==> src/rtl/pm_status_pkg.sv <==
`timescale 1ns/1ps
package pm_status_pkg;
  localparam int STS_W = 16;
  localparam int B_WAK = 15;
  localparam int B_OVR = 11;
  localparam int B_RTC = 10;
  localparam int B_BTN = 8;
  localparam int B_GBL = 5;
  localparam logic [STS_W-1:0] STS_IMPL   = 16'h8D20;
  localparam logic [STS_W-1:0] STS_STICKY = 16'h8D00;
endpackage

==> src/rtl/pm_sync.sv <==
`timescale 1ns/1ps
module pm_sync #(
  parameter int STAGES = 2
) (
  input  logic clk,
  input  logic rst,
  input  logic d,
  output logic q
);
  logic [STAGES-1:0] chain_q;

  always_ff @(posedge clk) begin
    if (rst) chain_q <= '0;
    else     chain_q <= {chain_q[STAGES-2:0], d};
  end

  assign q = chain_q[STAGES-1];
endmodule

==> src/rtl/pm_hold_timer.sv <==
`timescale 1ns/1ps
module pm_hold_timer #(
  parameter int HOLD_TICKS = 4
) (
  input  logic clk,
  input  logic rst,
  input  logic held,
  input  logic tick,
  output logic fire
);
  localparam int CW = $clog2(HOLD_TICKS + 1);

  logic [CW-1:0] cnt_q;
  logic          fired_q;

  always_ff @(posedge clk) begin
    if (rst) begin
      cnt_q   <= '0;
      fired_q <= 1'b0;
      fire    <= 1'b0;
    end else begin
      fire <= 1'b0;
      if (!held) begin
        cnt_q   <= '0;
        fired_q <= 1'b0;
      end else if (tick && !fired_q) begin
        if (cnt_q == CW'(HOLD_TICKS - 1)) begin
          fire    <= 1'b1;
          fired_q <= 1'b1;
        end else begin
          cnt_q <= cnt_q + CW'(1);
        end
      end
    end
  end


  single_fire_chk: assert property (@(posedge clk) disable iff (rst)
    fire |=> !fire);


  fire_needs_hold_chk: assert property (@(posedge clk) disable iff (rst)
    fire |-> $past(held));
endmodule

==> src/rtl/pm_status_reg.sv <==
`timescale 1ns/1ps
module pm_status_reg import pm_status_pkg::*; (
  input  logic             clk,
  input  logic             por,
  input  logic             hard_rst,
  input  logic [STS_W-1:0] set_vec,
  input  logic [STS_W-1:0] clr_vec,
  output logic [STS_W-1:0] status
);
  logic [STS_W-1:0] nxt;

  always_comb begin
    nxt = ((status & ~clr_vec) | set_vec) & STS_IMPL;
    if (hard_rst) nxt = nxt & STS_STICKY;
  end

  always_ff @(posedge clk) begin
    if (por) status <= '0;
    else     status <= nxt;
  end


  set_wins_chk: assert property (@(posedge clk) disable iff (por)
    !hard_rst |=> ((status & $past(set_vec & STS_IMPL)) == $past(set_vec & STS_IMPL)));


  sticky_fall_chk: assert property (@(posedge clk) disable iff (por)
    ((($past(status) & ~status) & STS_STICKY & ~$past(clr_vec)) == '0));
endmodule

==> src/rtl/pm_status_wake.sv <==
`timescale 1ns/1ps
module pm_status_wake import pm_status_pkg::*; #(
  parameter int          AW           = 16,
  parameter logic [AW-1:0] SCRATCH_ADDR = 16'h00B3,
  parameter int          HOLD_TICKS   = 4,
  parameter int          SYNC_STAGES  = 2
) (
  input  logic          clk,
  input  logic          por,
  input  logic          hard_rst,
  input  logic [AW-1:0] pm_base,
  input  logic [AW-1:0] io_addr,
  input  logic          io_wr,
  input  logic          io_rd,
  input  logic [1:0]    io_be,
  input  logic [15:0]   io_wdata,
  output logic [15:0]   io_rdata,
  input  logic          pwr_btn,
  input  logic          rtc_alarm_n,
  input  logic          fw_release,
  input  logic          rtc_wake_en,
  input  logic          sleep_req,
  input  logic          tick,
  output logic          wake_req,
  output logic          s5_req,
  output logic          afterg3_set,
  output logic          sci
);
  logic             btn_lvl, rtc_lvl, btn_prev_q, rtc_prev_q;
  logic             btn_rise, rtc_rise, ovr_fire;
  logic             asleep_q, wake_hit;
  logic             sts_hit, scr_hit;
  logic [7:0]       scratch_q;
  logic [STS_W-1:0] set_vec, clr_vec, status_q;

  pm_sync #(.STAGES(SYNC_STAGES)) u_btn_sync (
    .clk(clk), .rst(por), .d(pwr_btn), .q(btn_lvl));
  pm_sync #(.STAGES(SYNC_STAGES)) u_rtc_sync (
    .clk(clk), .rst(por), .d(~rtc_alarm_n), .q(rtc_lvl));

  always_ff @(posedge clk) begin
    if (por) begin
      btn_prev_q <= 1'b0;
      rtc_prev_q <= 1'b0;
    end else begin
      btn_prev_q <= btn_lvl;
      rtc_prev_q <= rtc_lvl;
    end
  end

  assign btn_rise = btn_lvl & ~btn_prev_q;
  assign rtc_rise = rtc_lvl & ~rtc_prev_q;

  pm_hold_timer #(.HOLD_TICKS(HOLD_TICKS)) u_hold (
    .clk(clk), .rst(por), .held(btn_lvl), .tick(tick), .fire(ovr_fire));

  assign wake_hit = asleep_q & (btn_rise | (rtc_rise & rtc_wake_en));

  always_ff @(posedge clk) begin
    if (por || hard_rst) begin
      asleep_q <= 1'b0;
      wake_req <= 1'b0;
    end else begin
      wake_req <= wake_hit;
      if (wake_hit)       asleep_q <= 1'b0;
      else if (sleep_req) asleep_q <= 1'b1;
    end
  end

  assign sts_hit = (io_addr == pm_base);
  assign scr_hit = (io_addr == SCRATCH_ADDR);

  always_comb begin
    set_vec        = '0;
    set_vec[B_WAK] = wake_hit;
    set_vec[B_OVR] = ovr_fire;
    set_vec[B_RTC] = rtc_rise;
    set_vec[B_BTN] = btn_rise;
    set_vec[B_GBL] = fw_release;
    clr_vec        = '0;
    if (io_wr && sts_hit) begin
      clr_vec[7:0]  = io_be[0] ? io_wdata[7:0]  : 8'h00;
      clr_vec[15:8] = io_be[1] ? io_wdata[15:8] : 8'h00;
    end
  end

  pm_status_reg u_sts (
    .clk(clk), .por(por), .hard_rst(hard_rst),
    .set_vec(set_vec), .clr_vec(clr_vec), .status(status_q));

  always_ff @(posedge clk) begin
    if (por || hard_rst)                   scratch_q <= '0;
    else if (io_wr && scr_hit && io_be[0]) scratch_q <= io_wdata[7:0];
  end

  always_ff @(posedge clk) begin
    if (por) io_rdata <= '0;
    else if (io_rd) begin
      if (sts_hit)      io_rdata <= status_q;
      else if (scr_hit) io_rdata <= {8'h00, scratch_q};
      else              io_rdata <= '0;
    end
  end

  assign s5_req      = ovr_fire;
  assign afterg3_set = ovr_fire;
  assign sci         = status_q[B_GBL];


  wake_only_asleep_chk: assert property (@(posedge clk) disable iff (por)
    wake_req |-> $past(asleep_q));


  wake_sets_bit_chk: assert property (@(posedge clk) disable iff (por)
    wake_req |-> status_q[B_WAK]);


  s5_then_ovr_chk: assert property (@(posedge clk) disable iff (por)
    s5_req |=> status_q[B_OVR]);


  sci_source_chk: assert property (@(posedge clk) disable iff (por)
    $rose(sci) |-> $past(fw_release));
endmodule

==> config.mk <==
export PLATFORM = sky130hd
export DESIGN_NAME = pm_status_wake
export DESIGN_NICKNAME = d
export VERILOG_FILES = /design/src/rtl/pm_status_pkg.sv /design/src/rtl/pm_sync.sv /design/src/rtl/pm_hold_timer.sv /design/src/rtl/pm_status_reg.sv /design/src/rtl/pm_status_wake.sv
export SDC_FILE = /design/constraint.sdc
export NUM_CORES = 1
export LEC_CHECK = 0
export BUFFER_PORTS_ARGS = -buffer_cell sky130_fd_sc_hd__buf_2
export CAP_MARGIN = 25
export CORE_UTILIZATION = 45
export CTS_CLUSTER_DIAMETER = 200
export DETAILED_ROUTE_END_ITERATION = 10
export GPL_ROUTABILITY_DRIVEN = 0
export HOLD_SLACK_MARGIN = 0.08
export PLACE_DENSITY_LB_ADDON = 0.2
export SETUP_SLACK_MARGIN = 0.05
export SLEW_MARGIN = 20
export SYNTH_ARGS = -nofsm -noshare
export SYNTH_HDL_FRONTEND = slang
export SYNTH_SLANG_ARGS = --single-unit
==> constraint.sdc <==
create_clock -name clk -period 1.9 [get_ports clk]
set_input_delay 0.19 -clock clk [delete_from_list [all_inputs] [get_ports clk]]
set_output_delay 0.19 -clock clk [all_outputs]
set_load 0.01 [all_outputs]
# Word level (Yosys, flattened, before mapping)
# Index checks and enable logic that the tools add are counted.
dict set report word_totals {
  regBits 53
  inputBits 61
  output_inout_bits 20
  wordCells 49
}
dict set report classes {
  addsub 1
  n_eq_ne 3
  muxes 6
  bitwise 14
  n_reduce_logical 12
}
# operator count
set ops {}
lappend ops {{16-bit two-way mux} 2}
lappend ops {{8-bit two-way mux} 3}
lappend ops {{16-bit bitwise AND} 1}
lappend ops {{16-bit equality test} 1}
lappend ops {{16-bit by 8-bit equality test with 1-bit output (second input constant)} 1}
lappend ops {{16-bit inverter} 1}
lappend ops {{16-bit bitwise OR} 1}
lappend ops {{1-bit inverter} 6}
lappend ops {{2-bit OR reduction} 3}
lappend ops {{1-bit bitwise AND} 4}
lappend ops {{1-bit logical AND} 4}
lappend ops {{2-bit AND reduction} 2}
lappend ops {{3-bit by 1-bit adder with 3-bit output (second input constant)} 1}
lappend ops {{3-bit by 2-bit equality test with 1-bit output (second input constant)} 1}
lappend ops {{3-bit OR reduction} 1}
lappend ops {{1-bit logical NOT} 1}
lappend ops {{1-bit logical OR} 1}
lappend ops {{1-bit two-way mux} 1}
lappend ops {{1-bit bitwise OR} 1}

# Logic depth before layout (Yosys ltp)
dict set report depth {
  depth_word 6
  depth_mapped 6
  depth_no_buf 5
}

# By module
# A second synthesis with hierarchy kept.
dict set report hier_totals {
  cells_unflattened 270
  hier_area_um2 2199.6
}
# module instances cells_each area_each_um2 seq_area_each_um2
set by_module_without_submodules {}
lappend by_module_without_submodules {pm_status_wake 1 207 1586.5 560.5}
lappend by_module_without_submodules {pm_status_reg 1 32 264.0 100.1}
lappend by_module_without_submodules {pm_hold_timer 1 23 244.0 100.1}
lappend by_module_without_submodules {pm_sync 2 4 52.6 40.0}

# Worst setup path before layout
# OpenSTA, ideal clock, no wires.
dict set report synth_timing {
  path_kind {register to register}
  start {reg u_hold.cnt_q[0]}
  end {reg u_hold.cnt_q[1]}
  setup_ps 116
  arrival_ps 1372
  required_ps 1784
  setup_slack_ps 412
  path_stages_with_launch 6
  n_path_buf 0
  synth_period_minus_slack_ps 1488
  path_cell_list {dfxtp_1 > ha_1 > ha_1 > nor3b_1 > mux2i_1 > nor2_1}
}
dict set report synth_between {
  elab_chain_cells 3
  elab_cells_between_ends 4
  classes_between {1 x add/sub; 1 x eq/ne; 1 x bitwise; 1 x reduce/logical}
}
# item line_no
set synth_rtl {}
lappend synth_rtl {{start, declared} pm_hold_timer.sv:13} ;# logic [CW-1:0] cnt_q;
lappend synth_rtl {{start signal, assigned} pm_hold_timer.sv:31} ;# cnt_q <= cnt_q + CW'(1);
lappend synth_rtl {{branches (longest 3 deep; another with 3-bit by 1-bit adder with 3-bit output)} -}
# Parallel ways; which one is timed is not known.
# A chain may end at the register's enable or synchronous reset.

# Worst setup path in the final report
dict set report layout_timing {
  start {reg u_hold.cnt_q[0]}
  end {reg u_hold.cnt_q[2]}
}
# The elaborated chain is that of the path after synthesis.

==> results.py <==
metrics = {
    "routing": {
        "drtIter0Drc": 89,
        "wirelength_mm": 3.47,
        "drc": 0,
        "drtAntennaViolNets": 0,
        "first_pass_iters": 4,
        "avgRoutedWirePerCell_um": 11.4,
        "vias": 1486,
        "via_per_inst": 4.90,
    },
    "placement": {
        "dp.cells": 290,
        "io_buffers": 72,
        "dp_hpwl_mm": 2.73,
    },
    "synth": {
        "ys.flop_type": "dfxtp_1",
        "ys_ff_latch": 38,
        "netlist_instances": 179,
        "synth_area_mm2": 0.00165,
        "async_flop_share": 0,
        "synth_cell_type_count": 34,
        "yosys.area.top_type_share": 0.461,
        "synth.area.top_cells": "dfxtp_1, xor2_1, mux2i_1",
        "synth_area_leader_cell": "dfxtp_1",
        "synth_area_per_cell_um2": 9.23,
        "synth-edff-count": 0,
        "synth-warning-count": 0,
        "ys_seq_area_frac": 0.461,
    },
    "cells_and_area": {
        "antennaDiodeCount": 0,
        "fin_nets": 319,
        "fin_util": 0.626,
        "syn_to_final_growth_pct": 29.5,
        "layout.cells.non_filler": 303,
        "final_cell_mix": "buf_2, dfxtp_1, nor2_1",
        "final_common_cell": "buf_2",
        "layout-drive-gt1-share": 0.335,
    },
    "worst_hold_path": {
        "hp-class": "input pin to register",
        "min_path_cells": 2,
        "hold_end": "u_btn_sync.chain_q[0]$_SDFF_PP0_",
        "min_from": "pwr_btn",
    },
    "setup_path": {
        "critPathLaunchType": "register",
        "r2r_setup_slack_ps": 450,
        "crit_type": "register to register",
        "worstReg2RegEnd": "u_hold.cnt_q[2]$_SDFFE_PP0P_",
        "critPathSlowestCell": "dfxtp_1",
        "arrival_ps": 1680,
        "timing.rr.start": "u_hold.cnt_q[0]$_SDFFE_PP0P_",
        "cp_cell_sequence": "ha_1, ha_1, nor3b_1, buf_4, nor2_1, a211oi_1",
        "worst-path-buf-inv": 1,
        "worstPathRequired_ps": 2140,
        "cpMostUsedCell": "ha_1",
        "reg2regPathDepth": 6,
        "cp-end-kind": "register",
        "cp_top_family": "adder cells",
        "crit_fanout": 4,
        "cpPeakStageDelay_ps": 340,
    },
    "sta": {
        "tns_ps": 0,
        "timing.final.crit_share": 0.761,
        "fin_skew_ps": 3.37,
        "layout_min_cycle_time_ps": 1450,
        "fmax_mhz": 692,
        "rsz0062_at_grt": "false",
        "setup_viol_count_final": 0,
        "maxSlewViolCount": 0,
        "hold_viol": 0,
    },
    "status": {
        "status": "finished clean",
    },
    "cts": {
        "cts_resized": 0,
        "clk_pin_slew_ps": 100,
        "root_buffer": "clkbuf_4",
        "clk_latency_ps": 330,
        "cts_tree": "done",
        "clock_path_buffers": 2,
        "cts_sinks": 38,
        "cts_setup_buffers": 0,
        "cts_buffers": 5,
        "hold_buffers": 5,
        "htreeDepth": 2,
    },
    "floorplan": {
        "io_pins": 81,
        "core_area_mm2": 0.00342,
        "rows": 21,
        "dieArea_mm2": 0.00392,
        "chipWidth_um": 62.6,
        "start_util": 0.484,
        "die_y_um": 62.6,
    },
    "global_routing": {
        "grt_usage": 0.190,
        "grt_pass1_wl_mm": 5.87,
        "grt_max_degree": 24,
        "grt_pass1_vias": 1367,
        "overflow": 0,
        "antenna_found_initial": 0,
    },
    "power_and_ir_drop": {
        "p_switching_w": 0.000323,
        "peakVddDrop_v": 0.000436,
        "p_per_area_mw_per_mm2": 652,
        "internal_power_w": 0.00107,
        "p_clk_frac": 0.301,
        "p_sw_frac": 0.232,
        "power_frac_comb": 0.115,
        "p_leak_nw": 0.944,
        "pwr-share-seq": 0.583,
    },
    "run": {
        "cap_violations": 0,
    },
}
-- per-stage QoR --
stage	power [W]	hold WS (ps)	instance area [um^2]	worst slack [ps]
floorplan	0.000907	257	1660	412
global placement	0.000982	341	2030	247
detailed placement	0.000984	344	2030	259
CTS	0.00141	87.5	2140	450
global route	0.00147	81.4	2140	395
finish	0.00139	95.6	2140	455
-- logic make-up (layout without fill, tap and decap cells) --
kind of cell | count (synthesis) | after routing | share of synthesized area
AOI/OAI and AO/OA | 19 | 19 | 0.0833
xor gates and xnor gates | 17 | 17 | 0.0901
adders and majority gates | 2 | 2 | 0.0151
buffers and inverters | 17 | 92 | 0.0523
DFF | 38 | 38 | 0.461
muxes | 9 | 9 | 0.0545
other | 1 | 4 | 0.00227
and+or+nand+nor | 76 | 76 | 0.242
-- power by group through the flow --
stage / sequential [W] / combinational (W) / clock (W)
floorplan: 0.000831 / 0.0000762 / 0
global placement: 0.000831 / 0.000151 / 0
detailed placement: 0.000831 / 0.000152 / 0
CTS: 0.000813 / 0.000161 / 0.000433
global route: 0.000815 / 0.000178 / 0.000481
finish: 0.000813 / 0.000161 / 0.000420
-- synth_stat cells, types with 2 or more instances --
| cell type | instances |
|---|---|
| nor2_2 | 3 |
| xor2_1 | 16 |
| buf_2 | 3 |
| a2bb2oi_1 | 4 |
| clkbuf_1 | 3 |
| nor2_1 | 22 |
| nor4b_1 | 2 |
| nand2_1 | 17 |
| nand4_1 | 9 |
| nor4_1 | 5 |
| buf_4 | 5 |
| nand2b_1 | 2 |
| inv_1 | 5 |
| dfxtp_1 | 38 |
| nor2b_1 | 6 |
| nor4bb_1 | 2 |
| a311oi_1 | 4 |
| nor3_1 | 2 |
| a21oi_1 | 7 |
| ha_1 | 2 |
| mux2i_1 | 9 |
-- state kept, by name, indices dropped and copies added (netlist names), 2 cells and up --
| signal | cells |
|---|---|
| io_rdata | 12 |
| scratch_q | 8 |
| u_btn_sync.chain_q | 2 |
| u_hold.cnt_q | 3 |
| u_rtc_sync.chain_q | 2 |
| u_sts.status | 5 |
-- layout make-up --
class	count	area [um^2]
Fill cell	327	1280
Multi-Input combinational cell	127	816
Sequential cell	38	761
Timing Repair Buffer	79	425
Tap cell	46	57.6
Clock buffer	7	55.1
Inverter	5	18.8
Clock inverter	1	5.00
-- worst max path at each step --
stage               cells past startpoint                              from                      endpoint
floorplan                               5      u_hold.cnt_q[0]$_SDFFE_PP0P_  u_hold.cnt_q[1]$_SDFFE_PP0P_
finish                                  6      u_hold.cnt_q[0]$_SDFFE_PP0P_  u_hold.cnt_q[2]$_SDFFE_PP0P_
global route                            5  u_rtc_sync.chain_q[1]$_SDFF_PP0_   u_sts.status[15]$_SDFF_PP0_
CTS                                     6      u_hold.cnt_q[0]$_SDFFE_PP0P_  u_hold.cnt_q[2]$_SDFFE_PP0P_
detailed placement                      6                        io_addr[1]   u_sts.status[10]$_SDFF_PP0_
global placement                        6                        io_addr[8]     scratch_q[4]$_SDFFE_PP0P_
-- layer usage --
| layer | vias up | share of wire | GRT usage |
|---|---|---|---|
| li1 | 768 | - | - |
| met1 | 663 | 0.46 | 0.224 |
| met2 | 46 | 0.47 | 0.322 |
| met3 | 9 | 0.055 | 0.0566 |
| met4 | 0 | 0.016 | 0.0698 |
| met5 | - | 0 | 0 |
Note: power is estimated with default switching activity, not from simulation.
